--- config.mk ---
export PLATFORM = sky130hd
export DESIGN_NAME = adc_iq_ddr_rx
export DESIGN_NICKNAME = d
export VERILOG_FILES = /design/src/rtl/iq_rx_pkg.sv /design/src/rtl/ddr_edge_capture.sv /design/src/rtl/iq_fill_track.sv /design/src/rtl/iq_pair_align.sv /design/src/rtl/adc_iq_ddr_rx.sv
export SDC_FILE = /design/constraint.sdc
export NUM_CORES = 1
export LEC_CHECK = 0
export BUFFER_PORTS_ARGS = -buffer_cell sky130_fd_sc_hd__buf_2
export CAP_MARGIN = 20
export CORE_AREA = 2 2 60 62
export DETAILED_ROUTE_END_ITERATION = 7
export DIE_AREA = 0 0 62 64
export GPL_ROUTABILITY_DRIVEN = 0
export PLACE_DENSITY = 0.77
export SYNTH_ARGS = -nofsm -noshare
export SYNTH_HDL_FRONTEND = slang
export SYNTH_SLANG_ARGS = --single-unit
--- constraint.sdc ---
create_clock -name dco_clk -period 1.35 [get_ports dco_clk]
set_input_delay 0.0675 -clock dco_clk [delete_from_list [all_inputs] [get_ports dco_clk]]
set_output_delay 0.0675 -clock dco_clk [all_outputs]
set_load 0.02 [all_outputs]
--- src/rtl/iq_rx_pkg.sv ---
package iq_rx_pkg;

  localparam int unsigned ADC_W = 14;

  typedef enum logic {
    EDGE_RISE = 1'b0,
    EDGE_FALL = 1'b1
  } cap_edge_e;

endpackage

--- src/rtl/ddr_edge_capture.sv ---
module ddr_edge_capture #(
  parameter int unsigned          W    = iq_rx_pkg::ADC_W,
  parameter iq_rx_pkg::cap_edge_e EDGE = iq_rx_pkg::EDGE_RISE
) (
  input  logic         clk,
  input  logic         rst,
  input  logic [W-1:0] pin_d,
  input  logic         pin_ovr,
  output logic [W-1:0] cap_d,
  output logic         cap_ovr
);

  generate
    if (EDGE == iq_rx_pkg::EDGE_RISE) begin : g_rise
      always_ff @(posedge clk) begin
        if (rst) begin
          cap_d   <= '0;
          cap_ovr <= 1'b0;
        end else begin
          cap_d   <= pin_d;
          cap_ovr <= pin_ovr;
        end
      end
    end else begin : g_fall
      always_ff @(negedge clk) begin
        if (rst) begin
          cap_d   <= '0;
          cap_ovr <= 1'b0;
        end else begin
          cap_d   <= pin_d;
          cap_ovr <= pin_ovr;
        end
      end
    end
  endgenerate

endmodule

--- src/rtl/iq_fill_track.sv ---
module iq_fill_track (
  input  logic clk,
  input  logic rst,
  input  logic pair_vld,
  output logic load_ok
);

  always_ff @(posedge clk) begin
    if (rst) load_ok <= 1'b0;
    else     load_ok <= 1'b1;
  end

  // the strobe cannot appear on the edge right after reset
  p_fill_gap_r5: assert property (@(posedge clk) disable iff (rst)
    $past(rst) |-> !pair_vld);

  // once up, the strobe stays up until the next reset
  p_vld_hold_r5: assert property (@(posedge clk) disable iff (rst)
    pair_vld |=> pair_vld);

endmodule

--- src/rtl/iq_pair_align.sv ---
module iq_pair_align #(
  parameter int unsigned W = iq_rx_pkg::ADC_W
) (
  input  logic         clk,
  input  logic         rst,
  input  logic         load,
  input  logic [W-1:0] i_in,
  input  logic [W-1:0] q_in,
  input  logic         ovr_i,
  input  logic         ovr_q,
  output logic [W-1:0] i_out,
  output logic [W-1:0] q_out,
  output logic         ovr_out,
  output logic         pair_vld
);

  always_ff @(posedge clk) begin
    if (rst || !load) begin
      i_out    <= '0;
      q_out    <= '0;
      ovr_out  <= 1'b0;
      pair_vld <= 1'b0;
    end else begin
      i_out    <= i_in;
      q_out    <= q_in;
      ovr_out  <= ovr_i | ovr_q;
      pair_vld <= 1'b1;
    end
  end

  // no data leaks out while no pair is valid
  p_idle_zero_r4: assert property (@(posedge clk) disable iff (rst)
    !pair_vld |-> (i_out == '0 && q_out == '0 && !ovr_out));

endmodule

--- src/rtl/adc_iq_ddr_rx.sv ---
module adc_iq_ddr_rx #(
  parameter int unsigned DATA_W = iq_rx_pkg::ADC_W
) (
  input  logic              dco_clk,
  input  logic              rst,
  input  logic [DATA_W-1:0] adc_d,
  input  logic              adc_ovr,
  output logic [DATA_W-1:0] i_out,
  output logic [DATA_W-1:0] q_out,
  output logic              ovr_out,
  output logic              pair_vld
);

  logic [DATA_W-1:0] rise_d, fall_d;
  logic              rise_ovr, fall_ovr;
  logic              load_ok;

  ddr_edge_capture #(.W(DATA_W), .EDGE(iq_rx_pkg::EDGE_RISE)) u_cap_rise (
    .clk(dco_clk), .rst(rst), .pin_d(adc_d), .pin_ovr(adc_ovr),
    .cap_d(rise_d), .cap_ovr(rise_ovr)
  );

  ddr_edge_capture #(.W(DATA_W), .EDGE(iq_rx_pkg::EDGE_FALL)) u_cap_fall (
    .clk(dco_clk), .rst(rst), .pin_d(adc_d), .pin_ovr(adc_ovr),
    .cap_d(fall_d), .cap_ovr(fall_ovr)
  );

  iq_fill_track u_fill (
    .clk(dco_clk), .rst(rst), .pair_vld(pair_vld), .load_ok(load_ok)
  );

  iq_pair_align #(.W(DATA_W)) u_align (
    .clk(dco_clk), .rst(rst), .load(load_ok),
    .i_in(rise_d), .q_in(fall_d), .ovr_i(rise_ovr), .ovr_q(fall_ovr),
    .i_out(i_out), .q_out(q_out), .ovr_out(ovr_out), .pair_vld(pair_vld)
  );

  // I leaves two rising edges after it sat on the pins
  p_i_pairing_r1: assert property (@(posedge dco_clk) disable iff (rst)
    pair_vld |-> i_out == $past(adc_d, 2));

  // Q is the falling-edge word just before the current pair's edge
  p_q_pairing_r1: assert property (@(negedge dco_clk) disable iff (rst)
    pair_vld |-> q_out == $past(adc_d));

  // a rising-half over-range reaches the flag
  p_ovr_rise_r3: assert property (@(posedge dco_clk) disable iff (rst)
    (pair_vld && $past(adc_ovr, 2)) |-> ovr_out);

  // a falling-half over-range reaches the flag
  p_ovr_fall_r3: assert property (@(negedge dco_clk) disable iff (rst)
    (pair_vld && $past(adc_ovr)) |-> ovr_out);

endmodule

* Yosys cells after proc, flatten, opt, wreduce, memory -nomap -nowiden
Index checks and enable logic that the tools add are counted.
** Word-level totals
- Bits in registers :: 61
- Input port bits :: 17
- Word-level logic and storage cells :: 16
- Output and inout bits :: 30
** Operators by class
- Multiplexer cells :: 4
- Reductions and logical operators :: 2
- Bitwise gates (word level) :: 1
** Operators by type and width (count)
- two-way mux 14 bit :: 1
- two-way mux 1 bit :: 3
- logical NOT 1 bit :: 1
- logical OR 1 bit :: 1
- bitwise OR 1 bit :: 1

* Depth between registers and ports, before layout
Gate-level depths: netlist (run 1).
- Depth after elaboration :: 3
- Gate-level depth with buffers :: 3

* Hierarchy
From an unflattened synthesis (run 1), not the netlist that was laid out.
** Second synthesis, totals
- Cell total of the unflattened synthesis :: 128
- Area total of the unflattened synthesis :: 1734.2 um2
** By module, submodules not included
- iq_pair_align :: area an instance 840.8 um2, cells an instance 63, seq. area each 600.6 um2, instances 1
- ddr_edge_capture at u_cap_fall :: area an instance 436.7 um2, cells an instance 32, seq. area each 300.3 um2, instances 1
- ddr_edge_capture at u_cap_rise :: area an instance 432.9 um2, cells an instance 31, seq. area each 300.3 um2, instances 1
- iq_fill_track :: area an instance 23.8 um2, cells an instance 2, seq. area each 20.0 um2, instances 1

==> out/qor.yml, run 1 <==
setup_path:
  cp-start-kind: "input port"
  path_cells: "dlygate4sd3_1 > buf_2 > and2b_1"
  reg2reg_from: "u_cap_fall.cap_ovr$_DFF_N_"
  slowest_delay_ns: 0.54
  critical_path.top_delay_family: "buffers and inverters"
  critPathKind: "in -> reg"
  critPathRequiredTime_ns: 0.95
  crit_buf_inv: 2
  reg2reg_depth: 1
  cp.arrival_ns: 0.88
  cp_slowest_cell: "dlygate4sd3_1"
  r2r-end: "u_align.ovr_out$_SDFF_PP0_"
  regToRegSetupSlack_ns: 0.09
  critPathCaptureType: "flop"
  worst-path-max-fanout: 2
drt:
  met1_length_um: 965
  met2WireLength_um: 1384
  vias_per_cell: 3.960
  routed_wirelength_um: 2542
  dr_total_vias: 998
  wl_per_cell_um: 10.09
  wl_met3_um: 141
  drt_iter0_drc: 18
  firstDrtPassIters: 4
  drc: 0
  ant_nets: 0
  dr.max_layer_used: "met4"
cts:
  clk_pin_slew_ns: 0.09
  cts_buffers: 9
  hold_buffers: 17
  cts_sinks: 61
  post-cts-setup-buffer-count: 0
  cts_resized: 0
  clockBufferDepth: 2
  clk_latency_ns: 0.40
  cts_root_buffer: "clkbuf_4"
  cts_max_level: 3
  cts_tree: "yes"
grt:
  gr-total-overflow: 0
  first_global_vias: 985
  grt_max_degree: 15
  antenna_found_initial: 0
  grt_pass1_wl_um: 4271
  grt_usage_pct: 15.81
synthesis:
  yosysWarningCount: 0
  seq_area_frac_synth_pct: 74.67
  async_reset_ff_share_pct: 0
  synth-edff-count: 0
  synth_cells: 112
  ys_ff_latch: 61
  synth_top_area_cell: "dfxtp_1"
  yosysTopAreaCellShare_pct: 74.67
  ys_top_cells_by_count: "dfxtp_1 (61), and2_4 (28), nor2b_1 (9)"
  synth_most_common_cell: "dfxtp_1"
  synth_flop_cell: "dfxtp_1"
  syn-num-nets: 129
  syn_area_um2: 1635
  avgSynthCellArea_um2: 14.60
  synth.area.top_cells: "dfxtp_1 (75%), and2_4 (15%), nor2b_1 (3.4%), and2b_1 (2.8%), buf_6 (2.1%)"
  synth_cell_type_count: 9
timing:
  worst_pin_slew_ns: 0.1765
  setup_viol: 0
  rsz0062_at_grt: "no"
  holdWs_ns: 0.03014
  drv_slew: 0
  slew_headroom_pct: 88.21
  setup_ws_ns: 0.07620
  tns_ns: 0
  hold_viol: 0
  skew_ns: 0.03649
worst_hold_path:
  hp-start: "rst"
  hold_end: "u_fill.load_ok$_DFF_P_"
  hold_path_class: "in -> reg"
  whs_path_depth: 3
cells_and_area:
  layout.nets: 218
  drive_above_1_share_pct: 45.63
  n_fill_cell: 252
  antenna_cells: 0
  register_area_um2: 1221
  multiInputGateArea_um2: 367.9
  finish.instance_area_um2: 2283
  area_growth_pct: 39.63
floorplan:
  initial_core_util_pct: 49.79
  io_pins: 47
  die_area_um2: 3968
  fp.dieH_um: 64
  coreArea_um2: 3284
  die_w_um: 62
  rows: 21
pwr:
  total_power_mw: 3.346
  cellPowerDensity_nw_per_um2: 1465
  p_leak_nw: 1.169
  vdd_drop_max_v: 0.0009578
placement:
  dp_slack_ns: 0.04747
  io_buffers: 46
  post_dp_cell_area_um2: 1934
status:
  run_status: "completed"
flow_run:
  drv_cap: 0
## per-stage QoR
stage | utilization [%] | cells
floorplan | - | 112
global placement | 58.90 | 205
detailed placement | 58.90 | 205
CTS | 69.52 | 252
global route | 69.52 | 252
finish | 69.52 | 252
## routing by layer
layer,global-route usage [%],vias to the layer above
met5,0,-
met4,11.97,0
met3,5.668,5
met2,24.74,31
met1,16.56,445
li1,-,517
## layout by cell type, fill, tap and decap left out, types with 2 or more instances in the layout
cell	n
inv_1	17
clkbuf_4	9
dfxtp_1	61
and2b_1	6
nor2b_1	9
buf_2	46
clkinvlp_2	2
buf_4	4
clkbuf_8	3
dlygate4sd3_1	17
and2_4	28
## how the worst max path moves through the flow
stage | start | endpoint | slack [ns] | depth (start not counted)
finish | adc_d[10] | u_cap_fall.cap_d[10]$_DFF_N_ | 0.08 | 3
global route | u_cap_fall.cap_ovr$_DFF_N_ | u_align.ovr_out$_SDFF_PP0_ | 0.06 | 1
CTS | adc_d[10] | u_cap_fall.cap_d[10]$_DFF_N_ | 0.1 | 3
detailed placement | rst | u_cap_fall.cap_d[12]$_DFF_N_ | 0.05 | 3
global placement | rst | u_cap_fall.cap_d[12]$_DFF_N_ | 0.06 | 3
floorplan | u_cap_fall.cap_ovr$_DFF_N_ | u_align.ovr_out$_SDFF_PP0_ | 0.13 | 1
## state kept, by name, indices dropped and copies added (netlist names), 14 cells and up
| name | count |
|---|---|
| u_align.i_out | 14 |
| u_align.q_out | 14 |
| u_cap_fall.cap_d | 14 |
| u_cap_rise.cap_d | 14 |
## cell families after synthesis
| logic type | Yosys count | synth area share (%) |
|---|---|---|
| AO/OA/AOI/OAI | 1 | 0.4592 |
| buffers and inverters | 6 | 2.831 |
| flip-flops | 61 | 74.67 |
| AND/OR/NAND/NOR | 44 | 22.03 |
## power breakdown
group / switching (mW) / internal, mW / total [mW]
logic: 0.0896 / 0.121 / 0.211
registers: 0.0179 / 1.88 / 1.89
clock network: 0.667 / 0.575 / 1.24
total: 0.774 / 2.57 / 3.35
## cell type report
| type | count | area share [%] |
|---|---|---|
| sequential | 61 | 53.48 |
| clock buffer | 13 | 4.932 |
| clock inverter | 18 | 3.068 |
| inverter | 1 | 0.1644 |
| tap | 46 | 2.521 |
| timing repair buffer | 68 | 19.73 |
| multi-input combinational | 45 | 16.11 |
Note: power is estimated with default switching activity, not from simulation.
==> run 2, diff against run 1 <==
CORE_AREA = 2 2 72 74   (was 2 2 60 62)
DIE_AREA = 0 0 74 76   (was 0 0 62 64)
PLACE_DENSITY = 0.61   (was 0.77)
==> out/qor.yml, run 2 (synthesis results as in run 1) <==
setup_path:
  cp.arrival_ns: 0.90
  worst-path-max-fanout: 2
  cp-start-kind: "input port"
  critPathRequiredTime_ns: 0.92
  reg2reg_from: "u_cap_fall.cap_ovr$_DFF_N_"
  critPathCaptureType: "flop"
  regToRegSetupSlack_ns: 0.08
  critPathKind: "in -> reg"
  cp-startpoint: "adc_d[11]"
timing:
  setup_ws_ns: 0.02451
  slew_headroom_pct: 88.16
  hold_viol: 0
  rsz0062_at_grt: "no"
  tns_ns: 0
  skew_ns: 0.04499
  worst_pin_slew_ns: 0.1776
  drv_slew: 0
  setup_viol: 0
cells_and_area:
  n_fill_cell: 467
  register_area_um2: 1221
  mostFrequentLayoutCells: "dfxtp_1 (61), buf_2 (46), and2_4 (28), inv_1 (17), dlygate4sd3_1 (13)"
  antenna_cells: 0
  utilization_pct: 47.07
  layout.nets: 212
  area_growth_pct: 41.39
  multiInputGateArea_um2: 367.9
  final_common_cell: "dfxtp_1"
  stdcell_count: 270
  drive_above_1_share_pct: 45.50
placement:
  dp_slack_ns: 0.06787
  dpl.cell_count: 227
  hpwl_um: 1804
  io_buffers: 46
worst_hold_path:
  hold_path_class: "in -> reg"
  hp-start: "adc_d[3]"
cts:
  cts_buffers: 9
  cts_sinks: 61
  cts_tree: "yes"
  clk_latency_ns: 0.37
  cts_max_level: 3
  clockBufferDepth: 2
  clk_pin_slew_ns: 0.06
  cts_root_buffer: "clkbuf_8"
drt:
  routed_wirelength_um: 2616
  ant_nets: 0
  vias_per_cell: 3.607
  drc: 0
  wl_per_cell_um: 9.689
  dr_total_vias: 974
  firstDrtPassIters: 3
  drt_iter0_drc: 16
grt:
  grt_usage_pct: 10.24
  top_usage_layer: "met2"
  grt.met3_usage_pct: 7.143
  antenna_found_initial: 0
  grt_pass1_wl_um: 3995
  grt_max_degree: 18
  use_met2_pct: 16.61
  gr-total-overflow: 0
  first_global_vias: 966
  use_met1_pct: 9.014
floorplan:
  coreArea_um2: 4912
  die_area_um2: 5624
  io_pins: 47
  die_w_um: 74
  initial_core_util_pct: 33.29
  fp.dieH_um: 76
  rows: 26
pwr:
  cellPowerDensity_nw_per_um2: 1604
  vdd_drop_max_v: 0.001287
  p_leak_nw: 1.168
status:
  run_status: "completed"
flow_run:
  drv_cap: 0
## run 2: cell count changes in the layout (fill, tap and decap cells not counted), moves of 2 or more
cell / change
buf_4: -2
clkbuf_4: -9
clkbuf_8: +6
clkinv_2: +3
clkinvlp_2: -2
dlygate4sd3_1: -4
## run 2: layout make-up
class | instances | share of cell area [%]
flip-flops and latches | 61 | 52.81
repair buffers | 62 | 17.10
multi-input cells | 45 | 15.91
clock buffers | 11 | 5.682
clock inverters | 20 | 4.545
well taps | 70 | 3.788
inverters | 1 | 0.1623
## run 2: where the power goes
| group | internal [mW] | switching, mW |
|---|---|---|
| clock network | 0.896 | 0.718 |
| registers | 1.88 | 0.0176 |
| logic | 0.110 | 0.0895 |
## run 2: through the flow
step                      hold WS (ns)  power, mW  area [um^2]
final                          0.02071      3.709         2312
after floorplan                 0.2082      2.111         1635
after global routing          0.004761      3.891         2312
after CTS                     0.004632      3.779         2312
after global placement          0.2949      2.172         1949
after detailed placement        0.3059      2.177         1949
## run 2: critical path, stage by stage
cell and delay, ns:
dlygate4sd3_1 0.55, buf_2 0.13, and2b_1 0.15
## run 2: per-layer routing
layer	up-vias	wire (um)
met5	-	0
met4	0	42
met3	4	229
met2	36	1363
met1	432	980
li1	502	-
## run 2: timing repair
item,4_1_cts,5_1_grt
endpoints found under the setup margin,0,0
hold buffers,13,0
buffers inserted,0,0
endpoints found under the hold margin,13,0
gates resized for setup,0,0
## run 2: path summary, 6_finish.rpt
path / to / cells after the start
min reg2reg: u_align.ovr_out$_SDFF_PP0_ / 1
min: u_cap_rise.cap_d[3]$_DFF_P_ / 2
max: u_cap_fall.cap_d[11]$_DFF_N_ / 3
max reg2reg: u_align.ovr_out$_SDFF_PP0_ / 1
==> run 3, diff against run 2 <==
BUFFER_PORTS_ARGS = default   (was -buffer_cell sky130_fd_sc_hd__buf_2)
DONT_BUFFER_PORTS = 1   (was default)
PLACE_DENSITY = 0.53   (was 0.61)
SLEW_MARGIN = 20   (was default)
clock period = 1.33 ns   (was 1.35 ns; I/O delays follow)
==> out/qor.yml, run 3 (synthesis results as in run 1) <==
cts:
  cts_buffers: 9
  cts_root_buffer: "clkbuf_8"
  hold_buffers: 23
  clk_latency_ns: 0.37
  clk_pin_slew_ns: 0.06
  clockBufferDepth: 2
  post-cts-setup-buffer-count: 0
  cts_max_level: 3
  cts_sinks: 61
  cts_tree: "yes"
  cts_resized: 0
floorplan:
  fp.dieH_um: 76
  coreArea_um2: 4912
  rows: 26
  die_w_um: 74
  die_area_um2: 5624
  io_pins: 47
  initial_core_util_pct: 33.29
grt:
  grt_max_degree: 30
  grt_pass1_wl_um: 3933
  gr-total-overflow: 0
  antenna_found_initial: 0
  grt_usage_pct: 10.53
  first_global_vias: 877
placement:
  io_buffers: 0
  dp_slack_ns: 0.1049
  dpl.cell_count: 179
  post_dp_cell_area_um2: 1704
cells_and_area:
  utilization_pct: 44.42
  area_growth_pct: 33.44
  stdcell_count: 231
  n_fill_cell: 457
  antenna_cells: 0
  finish.instance_area_um2: 2182
  final_common_cell: "dfxtp_1"
  drive_above_1_share_pct: 27.33
  layout.nets: 174
  mostFrequentLayoutCells: "dfxtp_1 (61), and2_4 (28), dlygate4sd3_1 (23), inv_1 (16), clkbuf_8 (11)"
drt:
  routed_wirelength_um: 2379
  ant_nets: 0
  drt_iter0_drc: 22
  dr_total_vias: 873
  wl_per_cell_um: 10.30
  vias_per_cell: 3.779
  firstDrtPassIters: 4
  drc: 0
setup_path:
  critPathCaptureType: "flop"
  critical_path.top_delay_family: "flip-flops"
  slowest_delay_ns: 0.29
  cp-start-kind: "flop"
  path_cells: "o21a_1"
  crit_buf_inv: 0
  critPathKind: "reg -> reg"
  cp.arrival_ns: 1.49
  worst-path-max-fanout: 1
  critPathRequiredTime_ns: 1.56
  cp_slowest_cell: "dfxtp_1"
flow_run:
  drv_cap: 0
pwr:
  p_leak_nw: 0.9921
  cellPowerDensity_nw_per_um2: 1756
  total_power_mw: 3.832
  vdd_drop_max_v: 0.0006728
timing:
  tns_ns: 0
  skew_ns: 0.04281
  holdWs_ns: 0.3311
  slew_headroom_pct: 85.28
  worst_pin_slew_ns: 0.2205
  hold_viol: 0
  setup_ws_ns: 0.07252
  drv_slew: 0
  setup_viol: 0
  rsz0062_at_grt: "no"
status:
  run_status: "completed"
worst_hold_path:
  hold_path_class: "in -> reg"
==> run 3: cell count changes in the layout (fill, tap and decap cells not counted) <==
cell,delta
buf_4,-2
clkinvlp_2,+2
clkinv_2,-3
inv_1,-1
dlygate4sd3_1,+10
clkbuf_1,-1
clkbuf_8,+2
buf_2,-46
==> run 3: per-layer routing <==
metal,track usage [%],part of all wire (%),routed length [um],vias to the layer above
li1,-,-,-,427
met1,8.194,35,840,402
met2,16.34,50,1193,33
met3,6.746,8.8,210,11
met4,10.91,5.6,134,0
met5,0,0,0,-
==> run 3: report_power, final <==
group	leakage, nW	internal, mW	switching (mW)	total [mW]
clock network	0.174	1.01	0.732	1.74
registers	0.503	1.91	0.0534	1.96
logic	0.315	0.0943	0.0365	0.131
==> run 3: layout make-up <==
class                   count  area (um^2)  area share (%)
flip-flops and latches     61         1221           55.96
well taps                  70        87.58           4.014
inverters                   1        3.754          0.1720
clock inverters            18        96.34           4.415
multi-input cells          45        367.9           16.86
clock buffers              12        155.1           7.110
repair buffers             24        250.2           11.47
==> run 3: worst paths after layout <==
path              slack (ns)                         end                       start  depth (start not counted)
hold / removal          0.33      u_fill.load_ok$_DFF_P_                         rst                          2
setup / recovery        0.07  u_align.ovr_out$_SDFF_PP0_  u_cap_fall.cap_ovr$_DFF_N_                          1
setup reg to reg        0.07  u_align.ovr_out$_SDFF_PP0_  u_cap_fall.cap_ovr$_DFF_N_                          1
hold reg to reg         0.43  u_align.ovr_out$_SDFF_PP0_  u_cap_rise.cap_ovr$_DFF_P_                          1
